--- src/rtl/tcmp_pkg.sv ---
package tcmp_pkg;
    localparam int TCMP_W = 16;

    typedef enum logic {
        MODE_SETCLR = 1'b0,
        MODE_LEVEL  = 1'b1
    } cmp_mode_e;
endpackage

--- src/rtl/tcmp_regs.sv ---
module tcmp_regs
    import tcmp_pkg::*;
#(
    parameter int W = TCMP_W
) (
    input  logic         clk,
    input  logic         rst_n,
    input  logic         we_val,
    input  logic [W-1:0] wr_val,
    input  logic         we_mode,
    input  cmp_mode_e    wr_mode,
    input  logic         wr_level,
    input  logic         ovf,
    output logic [W-1:0] cmp_o,
    output logic [W-1:0] shadow_o,
    output cmp_mode_e    mode_o,
    output logic         level_o
);
    typedef struct packed {
        logic [W-1:0] cmp;
        logic [W-1:0] shadow;
        cmp_mode_e    mode;
        logic         level;
    } regs_t;

    regs_t s_d, s_q;

    always_comb begin
        s_d = s_q;
        if (we_val) s_d.cmp = wr_val;
        if (we_mode) begin
            s_d.mode  = wr_mode;
            s_d.level = wr_level;
        end
        if (ovf) s_d.shadow = we_val ? wr_val : s_q.cmp;
    end

    always_ff @(posedge clk or negedge rst_n) begin
        if (!rst_n) begin
            s_q <= '{cmp: '0, shadow: '0, mode: MODE_SETCLR, level: 1'b0};
        end else begin
            s_q <= s_d;
        end
    end

    assign cmp_o    = s_q.cmp;
    assign shadow_o = s_q.shadow;
    assign mode_o   = s_q.mode;
    assign level_o  = s_q.level;

    assert_shadow_reload_R4: assert property (@(posedge clk) disable iff (!rst_n)
        (ovf && !we_val) |=> (shadow_o == $past(cmp_o)));
    assert_shadow_hold_R4: assert property (@(posedge clk) disable iff (!rst_n)
        !ovf |=> $stable(shadow_o));
    assert_shadow_collide_R5: assert property (@(posedge clk) disable iff (!rst_n)
        (ovf && we_val) |=> (shadow_o == $past(wr_val)));
    assert_write_next_R8: assert property (@(posedge clk) disable iff (!rst_n)
        we_val |=> (cmp_o == $past(wr_val)));
endmodule

--- src/rtl/tcmp_match.sv ---
module tcmp_match
    import tcmp_pkg::*;
#(
    parameter int W = TCMP_W
) (
    input  logic         clk,
    input  logic         rst_n,
    input  logic [W-1:0] cnt,
    input  logic [W-1:0] comparand,
    output logic         hit,
    output logic         irq
);
    typedef struct packed {
        logic eq_prev;
        logic irq;
    } match_t;

    match_t m_d, m_q;
    logic   eq_now;

    always_comb begin
        eq_now     = (cnt == comparand);
        hit        = eq_now && !m_q.eq_prev;
        m_d.eq_prev = eq_now;
        m_d.irq     = hit;
    end

    always_ff @(posedge clk or negedge rst_n) begin
        if (!rst_n) m_q <= '0;
        else        m_q <= m_d;
    end

    assign irq = m_q.irq;

    assert_irq_single_R2: assert property (@(posedge clk) disable iff (!rst_n)
        irq |=> !irq);
    assert_irq_cause_R1: assert property (@(posedge clk) disable iff (!rst_n)
        irq |-> $past(cnt == comparand));
endmodule

--- src/rtl/tcmp_out.sv ---
module tcmp_out
    import tcmp_pkg::*;
(
    input  logic      clk,
    input  logic      rst_n,
    input  logic      hit,
    input  logic      ovf,
    input  cmp_mode_e mode,
    input  logic      level,
    output logic      out_pin
);
    typedef struct packed {
        logic pin;
    } out_t;

    out_t o_d, o_q;

    always_comb begin
        o_d = o_q;
        if (mode == MODE_SETCLR) begin
            if (ovf)      o_d.pin = 1'b0;
            else if (hit) o_d.pin = 1'b1;
        end else if (hit) begin
            o_d.pin = level;
        end
    end

    always_ff @(posedge clk or negedge rst_n) begin
        if (!rst_n) o_q <= '0;
        else        o_q <= o_d;
    end

    assign out_pin = o_q.pin;

    assert_ovf_clears_R3: assert property (@(posedge clk) disable iff (!rst_n)
        (mode == MODE_SETCLR && ovf) |=> !out_pin);
    assert_hit_sets_R3: assert property (@(posedge clk) disable iff (!rst_n)
        (mode == MODE_SETCLR && hit && !ovf) |=> out_pin);
    assert_level_applied_R6: assert property (@(posedge clk) disable iff (!rst_n)
        (mode == MODE_LEVEL && hit) |=> (out_pin == $past(level)));
    assert_ovf_ignored_R7: assert property (@(posedge clk) disable iff (!rst_n)
        (mode == MODE_LEVEL && !hit) |=> $stable(out_pin));
endmodule

--- src/rtl/tcmp_top.sv ---
module tcmp_top
    import tcmp_pkg::*;
#(
    parameter int W = TCMP_W
) (
    input  logic         clk,
    input  logic         rst_n,
    input  logic         cfg_we_val,
    input  logic [W-1:0] cfg_val,
    input  logic         cfg_we_mode,
    input  logic         cfg_mode,
    input  logic         cfg_level,
    input  logic [W-1:0] timer_cnt,
    input  logic         timer_ovf,
    output logic         out_pin,
    output logic         irq
);
    logic [W-1:0] cmp_q, shadow_q, comparand;
    cmp_mode_e    mode_q;
    logic         level_q;
    logic         hit;

    tcmp_regs #(.W(W)) u_regs (
        .clk      (clk),
        .rst_n    (rst_n),
        .we_val   (cfg_we_val),
        .wr_val   (cfg_val),
        .we_mode  (cfg_we_mode),
        .wr_mode  (cmp_mode_e'(cfg_mode)),
        .wr_level (cfg_level),
        .ovf      (timer_ovf),
        .cmp_o    (cmp_q),
        .shadow_o (shadow_q),
        .mode_o   (mode_q),
        .level_o  (level_q)
    );

    assign comparand = (mode_q == MODE_LEVEL) ? cmp_q : shadow_q;

    tcmp_match #(.W(W)) u_match (
        .clk       (clk),
        .rst_n     (rst_n),
        .cnt       (timer_cnt),
        .comparand (comparand),
        .hit       (hit),
        .irq       (irq)
    );

    tcmp_out u_out (
        .clk     (clk),
        .rst_n   (rst_n),
        .hit     (hit),
        .ovf     (timer_ovf),
        .mode    (mode_q),
        .level   (level_q),
        .out_pin (out_pin)
    );

    assert_reset_state_R9: assert property (@(posedge clk)
        !rst_n |-> (!out_pin && !irq));
endmodule

--- config.mk ---
export PLATFORM = sky130hd
export DESIGN_NAME = tcmp_top
export DESIGN_NICKNAME = d
export VERILOG_FILES = /design/src/rtl/tcmp_pkg.sv /design/src/rtl/tcmp_regs.sv /design/src/rtl/tcmp_match.sv /design/src/rtl/tcmp_out.sv /design/src/rtl/tcmp_top.sv
export SDC_FILE = /design/constraint.sdc
export NUM_CORES = 1
export LEC_CHECK = 0
export BUFFER_PORTS_ARGS = -buffer_cell sky130_fd_sc_hd__buf_2
export CAP_MARGIN = 15
export CORE_AREA = 4 4 61 69
export CTS_BUF_LIST = sky130_fd_sc_hd__clkbuf_8
export DETAILED_ROUTE_END_ITERATION = 8
export DIE_AREA = 0 0 65 73
export PLACE_DENSITY = 0.79
export SYNTH_ARGS = -nofsm -noshare
export SYNTH_HDL_FRONTEND = slang
export SYNTH_SLANG_ARGS = --single-unit
export TNS_END_PERCENT = 20
--- constraint.sdc ---
create_clock -name clk -period 3.9 [get_ports clk]
set_clock_uncertainty 0.05 [all_clocks]
set_input_delay 0.39 -clock clk [delete_from_list [all_inputs] [get_ports clk]]
set_output_delay 0.39 -clock clk [all_outputs]
set_load 0.02 [all_outputs]
==> flow_summary.ini, run 1 <==
[floorplanning]
ios = 41
core_um2 = 3540
placement_rows = 23
die_area_um2 = 4750
initial_core_util_pct = 48.6
die_width_um = 65
die_y_um = 73

[cells_and_area]
final_cell_mix = buf_2, dfrtp_1, mux2_2
nets = 199
diodes = 0
final_common_cell = buf_2
final.fill_count = 312
drive_above_1_share_pct = 51.6
syn2layout_area_growth_pct = 18.5

[critical_path]
path_cells = mux2i_1 -> xnor2_1 -> nor4_1 -> nand4_1 -> or4b_1 -> o221a_2
startpoint_type = flop
critPathMaxStageDelay_ns = 0.96
cpLargestDelayFamily = simple AND/OR/NAND/NOR gates
slowest_stage = dfrtp_1
critPathLaunch = u_regs.mode_o$_DFFE_PN0P_
worstSetupEndpointType = flop
critical_path_class = flop to flop
critPathBufInv = 0
path_depth = 6
ff2ff_path_depth = 6
cp_data_required_time_ns = 4.03
path_max_fanout = 19
cp_data_arrival_time_ns = 2.79
r2r_start = u_regs.mode_o$_DFFE_PN0P_

[grt]
antenna_found_initial = 0
grt-ovfl-total = 0
grt_pass1_wl_um = 5090
grt_max_degree = 38
track_usage_pct = 14.9
grt_pass1_vias = 1109

[power_and_ir_drop]
p_leak_nw = 0.943
internal-power_w = 0.000679
ir_drop_uv = 271
power_density_nw_per_um2 = 441
netSwitchingPower_w = 0.000220
p_sw_share_pct = 24.5
finalPower_w = 0.000899
p_seq_share_pct = 50.9
clkPwrFrac_pct = 32.2
combPwrFrac_pct = 16.9

[logic_synthesis]
ys_types = 14
yosysSeqAreaShare_pct = 53.9
synthCells = 119
ys_ff_latch = 37
netlist_area_um2 = 1720
yosys_warnings = 0
synthesis.nets = 158
syn_area_per_cell_um2 = 14.4

[timing]
worst_hold_slack_ns = 0.136
rsz0062_at_grt = no
hold_viol_final = 0
max_freq_mhz = 376
drv_slew = 0
timing.slew.headroom_pct = 38.0
post-route-min-period_ns = 2.66
setup_viol = 0
timing.setup.tns_ns = 0
worst_pin_slew_ns = 0.930
fin_crit_sh_pct = 68.2

[route]
avgViaCountPerCell = 4.91
ant_nets = 0
vias = 1036
dr.pass1.iters = 4
drc = 0
drt_iter0_drc = 12
wl_per_cell_um = 15.1
wirelength_um = 3180

[status]
outcome = finished, final reports clean

[placement]
gp_congestion = 0.710
port_buffers = 40
dpl.hpwl_um = 2360

[clock_tree]
cts_sinks = 37
insertion_delay_ns = 0.29
cts_hold_buf = 0
cts_setup_buffers = 0
postCtsResizedCells = 0
cts_tree = done
clock_path_buffers = 2
cts_buffers = 5
cts.root.buffer_cell = clkbuf_8
h-tree-depth = 2
clkTransAtPathRegs_ns = 0.07

[min_path]
hold_path.class = input pin to asynchronous set/reset pin

[run]
max_cap_violations = 0
[Yosys cell counts]
cell / n / area (um2)
buf_1: 1 / 3.75
buf_12: 1 / 20.0
buf_6: 1 / 11.3
clkbuf_1: 3 / 11.3
dfrtp_1: 37 / 926
inv_1: 2 / 7.51
mux2_2: 34 / 383
mux2i_1: 16 / 160
nand4_1: 1 / 6.26
nor2_1: 1 / 3.75
nor4_1: 4 / 25.0
o221a_2: 1 / 11.3
or4b_1: 1 / 10.0
xnor2_1: 16 / 140
[registers in the layout (all words and copies together) (netlist names)]
| register | flops |
|---|---|
| u_regs.mode_o | 1 |
| u_match.m_q | 1 |
| u_regs.cmp_o | 16 |
| u_regs.shadow_o | 16 |
| u_regs.level_o | 1 |
| u_match.irq | 1 |
| u_out.out_pin | 1 |
[final timing paths]
| kind | endpoint | slack, ns |
|---|---|---|
| max | u_out.out_pin$_DFFE_PN0P_ | 1.24 |
| min | u_regs.shadow_o[0]$_DFFE_PN0P_ | 0.14 |
| max reg2reg | u_out.out_pin$_DFFE_PN0P_ | 1.24 |
| min reg2reg | u_match.irq$_DFF_PN0_ | 0.39 |
| max in group asynchronous | u_regs.shadow_o[1]$_DFFE_PN0P_ | 3.17 |
| min in group clk | u_regs.level_o$_DFFE_PN0P_ | 0.28 |
[area by class of cell]
| cell class | count | area (um2) | share of cell area [%] |
|---|---|---|---|
| Inverter | 2 | 7.51 | 0.369 |
| Tap cell | 50 | 62.6 | 3.07 |
| Sequential cell | 37 | 926 | 45.5 |
| Clock inverter | 1 | 5.00 | 0.246 |
| Multi-Input combinational cell | 74 | 739 | 36.3 |
| Timing Repair Buffer | 40 | 200 | 9.83 |
| Clock buffer | 7 | 96.3 | 4.73 |
[metrics by stage]
step	setup WS [ns]	instances	util [%]	cell area [um2]
finish	1.24	211	57.5	2040
CTS	1.24	211	57.5	2040
global route	1.04	211	57.5	2040
floorplan	1.87	119	-	1720
global placement	1.28	203	54.7	1940
detailed placement	1.23	203	54.7	1940
[kinds of logic (layout without fill, tap and decap cells)]
kind of cell | Yosys count | after routing | synth area share [%]
multiplexers | 50 | 50 | 31.6
AO/OA/AOI/OAI | 1 | 1 | 0.655
AND/OR/NAND/NOR | 7 | 7 | 2.62
flip-flops | 37 | 37 | 53.9
buffers and inverters | 8 | 50 | 3.13
XOR/XNOR | 16 | 16 | 8.15
[power by group through the flow]
stage / Sequential (W) / Clock (W) / Combinational, W
after detailed placement: 0.000466 / 0 / 0.000155
after global placement: 0.000463 / 0 / 0.000150
after CTS: 0.000459 / 0.000302 / 0.000156
final: 0.000458 / 0.000289 / 0.000152
after global routing: 0.000463 / 0.000317 / 0.000167
after floorplan: 0.000449 / 0 / 0.000126
[routing by layer]
metal / global-route usage [%] / vias up / routed length [um]
met5: 0 / - / 0
met4: 6.34 / 0 / 48
met3: 6.01 / 5 / 200
met2: 26.1 / 30 / 1650
met1: 15.6 / 503 / 1280
li1: - / 498 / -
[worst register-to-register path: stages, from the launching register on]
cell and delay (ns):
dfrtp_1 0.96, mux2i_1 0.30, xnor2_1 0.09, nor4_1 0.34, nand4_1 0.18, or4b_1 0.49
o221a_2 0.14
(Power assumes the default switching activity.)
==> run 2: changes to the inputs <==
--- a/config.mk
+++ b/config.mk
@@ -5,12 +5,13 @@
 export SDC_FILE = /design/constraint.sdc
 export NUM_CORES = 1
 export LEC_CHECK = 0
+export ABC_AREA = 1
 export BUFFER_PORTS_ARGS = -buffer_cell sky130_fd_sc_hd__buf_2
 export CAP_MARGIN = 15
-export CORE_AREA = 4 4 61 69
+export CORE_AREA = 4 4 65 73
 export CTS_BUF_LIST = sky130_fd_sc_hd__clkbuf_8
 export DETAILED_ROUTE_END_ITERATION = 8
-export DIE_AREA = 0 0 65 73
+export DIE_AREA = 0 0 69 77
 export PLACE_DENSITY = 0.79
 export SYNTH_ARGS = -nofsm -noshare
 export SYNTH_HDL_FRONTEND = slang
==> constraint.sdc (replaced) <==
create_clock -name clk -period 2.7 [get_ports clk]
set_clock_uncertainty 0.05 [all_clocks]
set_input_delay 0.27 -clock clk [delete_from_list [all_inputs] [get_ports clk]]
set_output_delay 0.27 -clock clk [all_outputs]
set_load 0.02 [all_outputs]
==> run 2 against run 1 <==
Compared with the run above: count of clock-buffer cells in the layout down 2; clock power up 20%; power up 40%; wire length up 23%; critical path depth up 6; flip-flop and latch count unchanged; final area up 11%; die area up 12%; global-route usage up 1.3 points; non-clock buffer count up 1; first-iteration DRC count rose to 12 times the previous value; synthesized cell count up 97%; critical path type unchanged; largest power group unchanged; highest routed layer unchanged.
==> flow_summary.ini, run 2 <==
[route]
avgViaCountPerCell = 4.90
wirelength_um = 3910
dr.pass1.iters = 4
vias = 1598
ant_nets = 0
drc = 0
drt_iter0_drc = 140
wl_per_cell_um = 12.0

[floorplanning]
core_um2 = 3960
die_area_um2 = 5310
placement_rows = 24
initial_core_util_pct = 49.7
ios = 41
die_y_um = 77
die_width_um = 69

[power_and_ir_drop]
power_density_nw_per_um2 = 556
p_leak_nw = 1.24
ir_drop_uv = 309
finalPower_w = 0.00126

[cells_and_area]
fin_area_um2 = 2260
nets = 314
syn2layout_area_growth_pct = 14.7
diodes = 0
final_cell_mix = nand2_1, buf_2, dfrtp_1
final_common_cell = nand2_1
drive_above_1_share_pct = 31.4

[timing]
rsz0062_at_grt = no
fin_ws_ns = 0.882
worst_pin_slew_ns = 0.805
setup_viol = 0
timing.setup.tns_ns = 0
worst_hold_slack_ns = 0.0202
fin_crit_sh_pct = 67.3
timing.slew.headroom_pct = 46.3
drv_slew = 0
max_freq_mhz = 550
hold_viol_final = 0
post-route-min-period_ns = 1.82

[critical_path]
r2r_start = u_regs.mode_o$_DFFE_PN0P_
cp_data_arrival_time_ns = 1.99
ff2ff_path_depth = 12
worstSetupEndpointType = flop
startpoint_type = flop
rrSetupSlack_ns = 0.88
cp_data_required_time_ns = 2.88
critical_path_class = flop to flop
rr_endpoint = u_out.out_pin$_DFFE_PN0P_
path_max_fanout = 21

[logic_synthesis]
async_reset_ff_share_pct = 100
synthFlopType = dfrtp_1
synth_top_area_share_pct = 47.0
synth-edff-count = 0
ys_types = 18
yosysSeqAreaShare_pct = 47.0
synth_most_common_cell = nand2_1
synthesis.nets = 274
netlist_area_um2 = 1970
synth_area_leaders = dfrtp_1, nand2_1, mux2_2, inv_1, nand3_1
yosysTopAreaCell = dfrtp_1
yosys_warnings = 0
ys_ff_latch = 37
syn_area_per_cell_um2 = 8.39
synth_common_cells = nand2_1, dfrtp_1, inv_1
synthCells = 235

[placement]
post_dp_cell_area_um2 = 2190
dp_slack_ns = 0.880
dpl.hpwl_um = 2920
port_buffers = 40
gp_congestion = 0.781

[clock_tree]
postCtsResizedCells = 0
cts_sinks = 37
cts_setup_buffers = 0
clock_path_buffers = 2
cts_tree = done
h-tree-depth = 2
cts_buffers = 5
cts_hold_buf = 0
insertion_delay_ns = 0.29
cts.root.buffer_cell = clkbuf_8
clkTransAtPathRegs_ns = 0.07

[grt]
antenna_found_initial = 0
grt_max_degree = 38
grt-ovfl-total = 0
grt_pass1_wl_um = 6920
track_usage_pct = 16.2
grt_pass1_vias = 1559

[status]
outcome = finished, final reports clean

[min_path]
hold_path.class = input pin to asynchronous set/reset pin

[run]
max_cap_violations = 0
## run 2: cell count changes after synthesis, moves of 9 or more
cell     change
nand2_2      +9
nand3_1     +15
inv_1       +25
o21ai_0      +9
mux2i_1     -16
mux2_2       -9
nand2_1     +87
xnor2_1     -16
## run 2: power by group
part           leakage (nW)  internal, W  switching (W)
Combinational         0.750     0.000118       0.000141
Sequential            0.445     0.000614      0.0000381
Clock                0.0399     0.000169       0.000178
## run 2: area by class of cell
type	count	area [um2]
timing repair buffer	41	208
clock buffer	5	68.8
tap	52	65.1
fill	393	1700
multi-input combinational	162	882
inverter	28	108
clock inverter	1	5.00
sequential	37	926
## run 2: how the worst max path moves through the flow
| stage | startpoint | endpoint | cells past startpoint |
|---|---|---|---|
| 6_report | u_regs.mode_o$_DFFE_PN0P_ | u_out.out_pin$_DFFE_PN0P_ | 12 |
| 3_3_place_gp | u_regs.mode_o$_DFFE_PN0P_ | u_out.out_pin$_DFFE_PN0P_ | 11 |
| 3_5_place_dp | u_regs.mode_o$_DFFE_PN0P_ | u_out.out_pin$_DFFE_PN0P_ | 11 |
| 5_1_grt | u_regs.mode_o$_DFFE_PN0P_ | u_out.out_pin$_DFFE_PN0P_ | 12 |
| 2_1_floorplan | u_regs.mode_o$_DFFE_PN0P_ | u_out.out_pin$_DFFE_PN0P_ | 13 |
| 4_1_cts | u_regs.mode_o$_DFFE_PN0P_ | u_out.out_pin$_DFFE_PN0P_ | 12 |
## run 2: routing by layer
layer | global-route usage, % | wire length (um) | up-vias | part of all wire (%)
met5 | 0 | 0 | - | 0
li1 | - | - | 817 | -
met2 | 26.5 | 1890 | 28 | 48
met4 | 7.03 | 78 | 0 | 2.0
met1 | 19.3 | 1740 | 747 | 45
met3 | 5.36 | 195 | 6 | 5.0
## run 2: cells by family after synthesis
group / count (synthesis) / synth area share, %
AO/OA/AOI/OAI: 10 / 2.54
buffers and inverters: 36 / 8.31
flip-flops: 37 / 47.0
multiplexers: 25 / 14.3
AND/OR/NAND/NOR: 127 / 27.9
## run 2: metrics by stage
step,util (%),cells
6_report,57.1,326
5_1_grt,57.1,326
4_1_cts,57.1,326
3_5_place_dp,55.2,320
3_3_place_gp,55.2,320
2_1_floorplan,-,235
## run 2: worst max-delay path, cell delays in order, from the launching register on
cell	delay, ns
dfrtp_1	0.59
inv_4	0.21
nand2_2	0.12
nand2_1	0.05
nand2_1	0.05
nand2_1	0.05
nor2_1	0.10
nand2_1	0.07
nor2_2	0.15
nand3_2	0.10
nand2_1	0.07
inv_1	0.03
nor2_1	0.09
==> run 3: changes to the inputs <==
--- a/config.mk
+++ b/config.mk
@@ -12,7 +12,7 @@
 export CTS_BUF_LIST = sky130_fd_sc_hd__clkbuf_8
 export DETAILED_ROUTE_END_ITERATION = 8
 export DIE_AREA = 0 0 69 77
-export PLACE_DENSITY = 0.79
+export PLACE_DENSITY = 0.81
 export SYNTH_ARGS = -nofsm -noshare
 export SYNTH_HDL_FRONTEND = slang
 export SYNTH_SLANG_ARGS = --single-unit
==> constraint.sdc (replaced) <==
create_clock -name clk -period 1.46 [get_ports clk]
set_clock_uncertainty 0.05 [all_clocks]
set_input_delay 0.146 -clock clk [delete_from_list [all_inputs] [get_ports clk]]
set_output_delay 0.146 -clock clk [all_outputs]
set_load 0.02 [all_outputs]
==> run 3 against run 2 <==
Compared with the run above: the flow now finishes with violations (negative setup slack); critical path depth unchanged; combinational power increased by 100%; wire length decreased by 0.44%; worst hold slack better by 0.035 ns; via count is 1.9% higher; fmax grew 11%; count of clock-buffer cells in the layout grew 2.
==> flow_summary.ini, run 3 (same netlist as run 2, synthesis figures left out) <==
[route]
met1_length_um = 1600
drt_iter0_drc = 80
dr.pass1.iters = 4
met2_length_um = 2030
dr_wl_met3_um = 174
wirelength_um = 3890
wl_per_cell_um = 11.6
avgViaCountPerCell = 4.87
vias = 1628
drc = 0
ant_nets = 0
highest_layer = met4

[floorplanning]
core_um2 = 3960
die_y_um = 77
placement_rows = 24
die_width_um = 69
die_area_um2 = 5310
ios = 41
initial_core_util_pct = 49.7

[timing]
drv_slew = 0
timing.slew.headroom_pct = 69.9
fin_crit_sh_pct = 112
post-route-min-period_ns = 1.63
setup_viol = 2
rsz0062_at_grt = yes
hold_viol_final = 0
max_freq_mhz = 612
fin_ws_ns = -0.174
worst_pin_slew_ns = 0.451

[cells_and_area]
diodes = 0
fin_area_um2 = 2400
drive_above_1_share_pct = 34.8
regArea_um2 = 927
stdcell_count = 334
multi_input_area_um2 = 903
nets = 320
final.fill_count = 365
final_cell_mix = nand2_1, buf_2, dfrtp_1
syn2layout_area_growth_pct = 21.8
final_common_cell = nand2_1

[critical_path]
worstSetupEndpointType = flop
startpoint_type = flop
endpoint = u_out.out_pin$_DFFE_PN0P_
r2r_start = u_regs.mode_o$_DFFE_PN0P_
critPathLaunch = u_regs.mode_o$_DFFE_PN0P_
rr_endpoint = u_out.out_pin$_DFFE_PN0P_
ff2ff_path_depth = 12
cp_data_required_time_ns = 1.62
path_max_fanout = 13
rrSetupSlack_ns = -0.17
cp_data_arrival_time_ns = 1.80
critical_path_class = flop to flop

[grt]
track_usage_pct = 16.4
grt_max_degree = 21
grt_pass1_vias = 1718
grt_pass1_wl_um = 7220
grt-ovfl-total = 0
antenna_found_initial = 0

[placement]
post_dp_cell_area_um2 = 2250
dpl.hpwl_um = 2970
gp_congestion = 0.798
dp.cells = 325
port_buffers = 40

[clock_tree]
clock_path_buffers = 2
h-tree-depth = 2
cts_buffers = 5
cts_tree = done
clkTransAtPathRegs_ns = 0.07
cts.root.buffer_cell = clkbuf_8
cts_sinks = 37
insertion_delay_ns = 0.28
cts_setup_buffers = 0

[power_and_ir_drop]
power_density_nw_per_um2 = 1040
p_leak_nw = 1.29
ir_drop_uv = 623

[run]
max_cap_violations = 0

[status]
outcome = complete, but fails checks
violations = negative setup slack

[min_path]
min_from = cfg_level
hold_path.class = input pin to flop
whs_path_depth = 2
## run 3: cell types whose count changed in the layout (fill, tap and decap cells not counted), moves of 2 or more
cell / previous run / this run
buf_12: 0 / 2
buf_4: 1 / 3
clkbuf_8: 5 / 7
nand2_1: 87 / 84
nand2_2: 9 / 12
nor2_2: 2 / 0
nor2_4: 0 / 2
## run 3: cell type report
type	count	area share (%)
clock buffers	7	4.01
clock inverters	1	0.208
inverters	28	4.90
multi-input cells	162	37.6
flip-flops and latches	37	38.6
well taps	52	2.71
repair buffers	47	12.0
## run 3: worst min-delay path by stage
stage	to	slack, ns
after global placement	u_regs.cmp_o[6]$_DFF_PN0_	0.05
after CTS	u_regs.level_o$_DFFE_PN0P_	0.05
final	u_regs.level_o$_DFFE_PN0P_	0.06
after global routing	u_regs.cmp_o[11]$_DFF_PN0_	0.05
after floorplan	u_match.irq$_DFF_PN0_	-0.20
after detailed placement	u_regs.cmp_o[6]$_DFF_PN0_	0.06
## run 3: worst max-delay path, cell delays in order, from the launching register on
cell	delay, ns
dfrtp_2	0.47
buf_8	0.17
nand2_1	0.09
nand2_1	0.06
nand2_1	0.05
nand2_1	0.05
nor2_1	0.12
nand2_1	0.11
nor2_4	0.12
nand3_2	0.09
nand2_1	0.07
inv_1	0.04
nor2_1	0.09
## run 3: what timing repair did
item | in CTS | in global routing
gates resized for setup | 3 | 9
hold endpoints to repair | 17 | 0
hold buffers | 1 | 0
setup endpoints to repair | 3 | 3
pin swaps | 0 | 3
## run 3: report_power, final
group,switching (W),leakage (nW),total [W],internal [W]
clock network,0.000338,0.0542,0.000764,0.000426
registers,0.0000679,0.444,0.00120,0.00114
logic,0.000277,0.794,0.000524,0.000247
total,0.000683,1.29,0.00249,0.00181
## run 3: layer usage
| metal | GRT usage, % | up-vias |
|---|---|---|
| li1 | - | 825 |
| met1 | 19.1 | 756 |
| met2 | 28.4 | 38 |
| met3 | 4.44 | 9 |
| met4 | 6.25 | 0 |
| met5 | 0 | - |
## run 3: per-stage QoR
| stage | worst slack, ns | setup TNS (ns) | hold slack (ns) | util [%] | total power (W) |
|---|---|---|---|---|---|
| 2_1_floorplan | -0.0286 | -0.0286 | -0.200 | - | 0.00157 |
| 3_3_place_gp | -0.104 | -0.104 | 0.0529 | 56.8 | 0.00171 |
| 3_5_place_dp | -0.176 | -0.217 | 0.0578 | 56.8 | 0.00173 |
| 4_1_cts | -0.153 | -0.171 | 0.0487 | 59.8 | 0.00251 |
| 5_1_grt | -0.283 | -0.503 | 0.0539 | 60.6 | 0.00266 |
| 6_report | -0.174 | -0.207 | 0.0555 | 60.6 | 0.00249 |
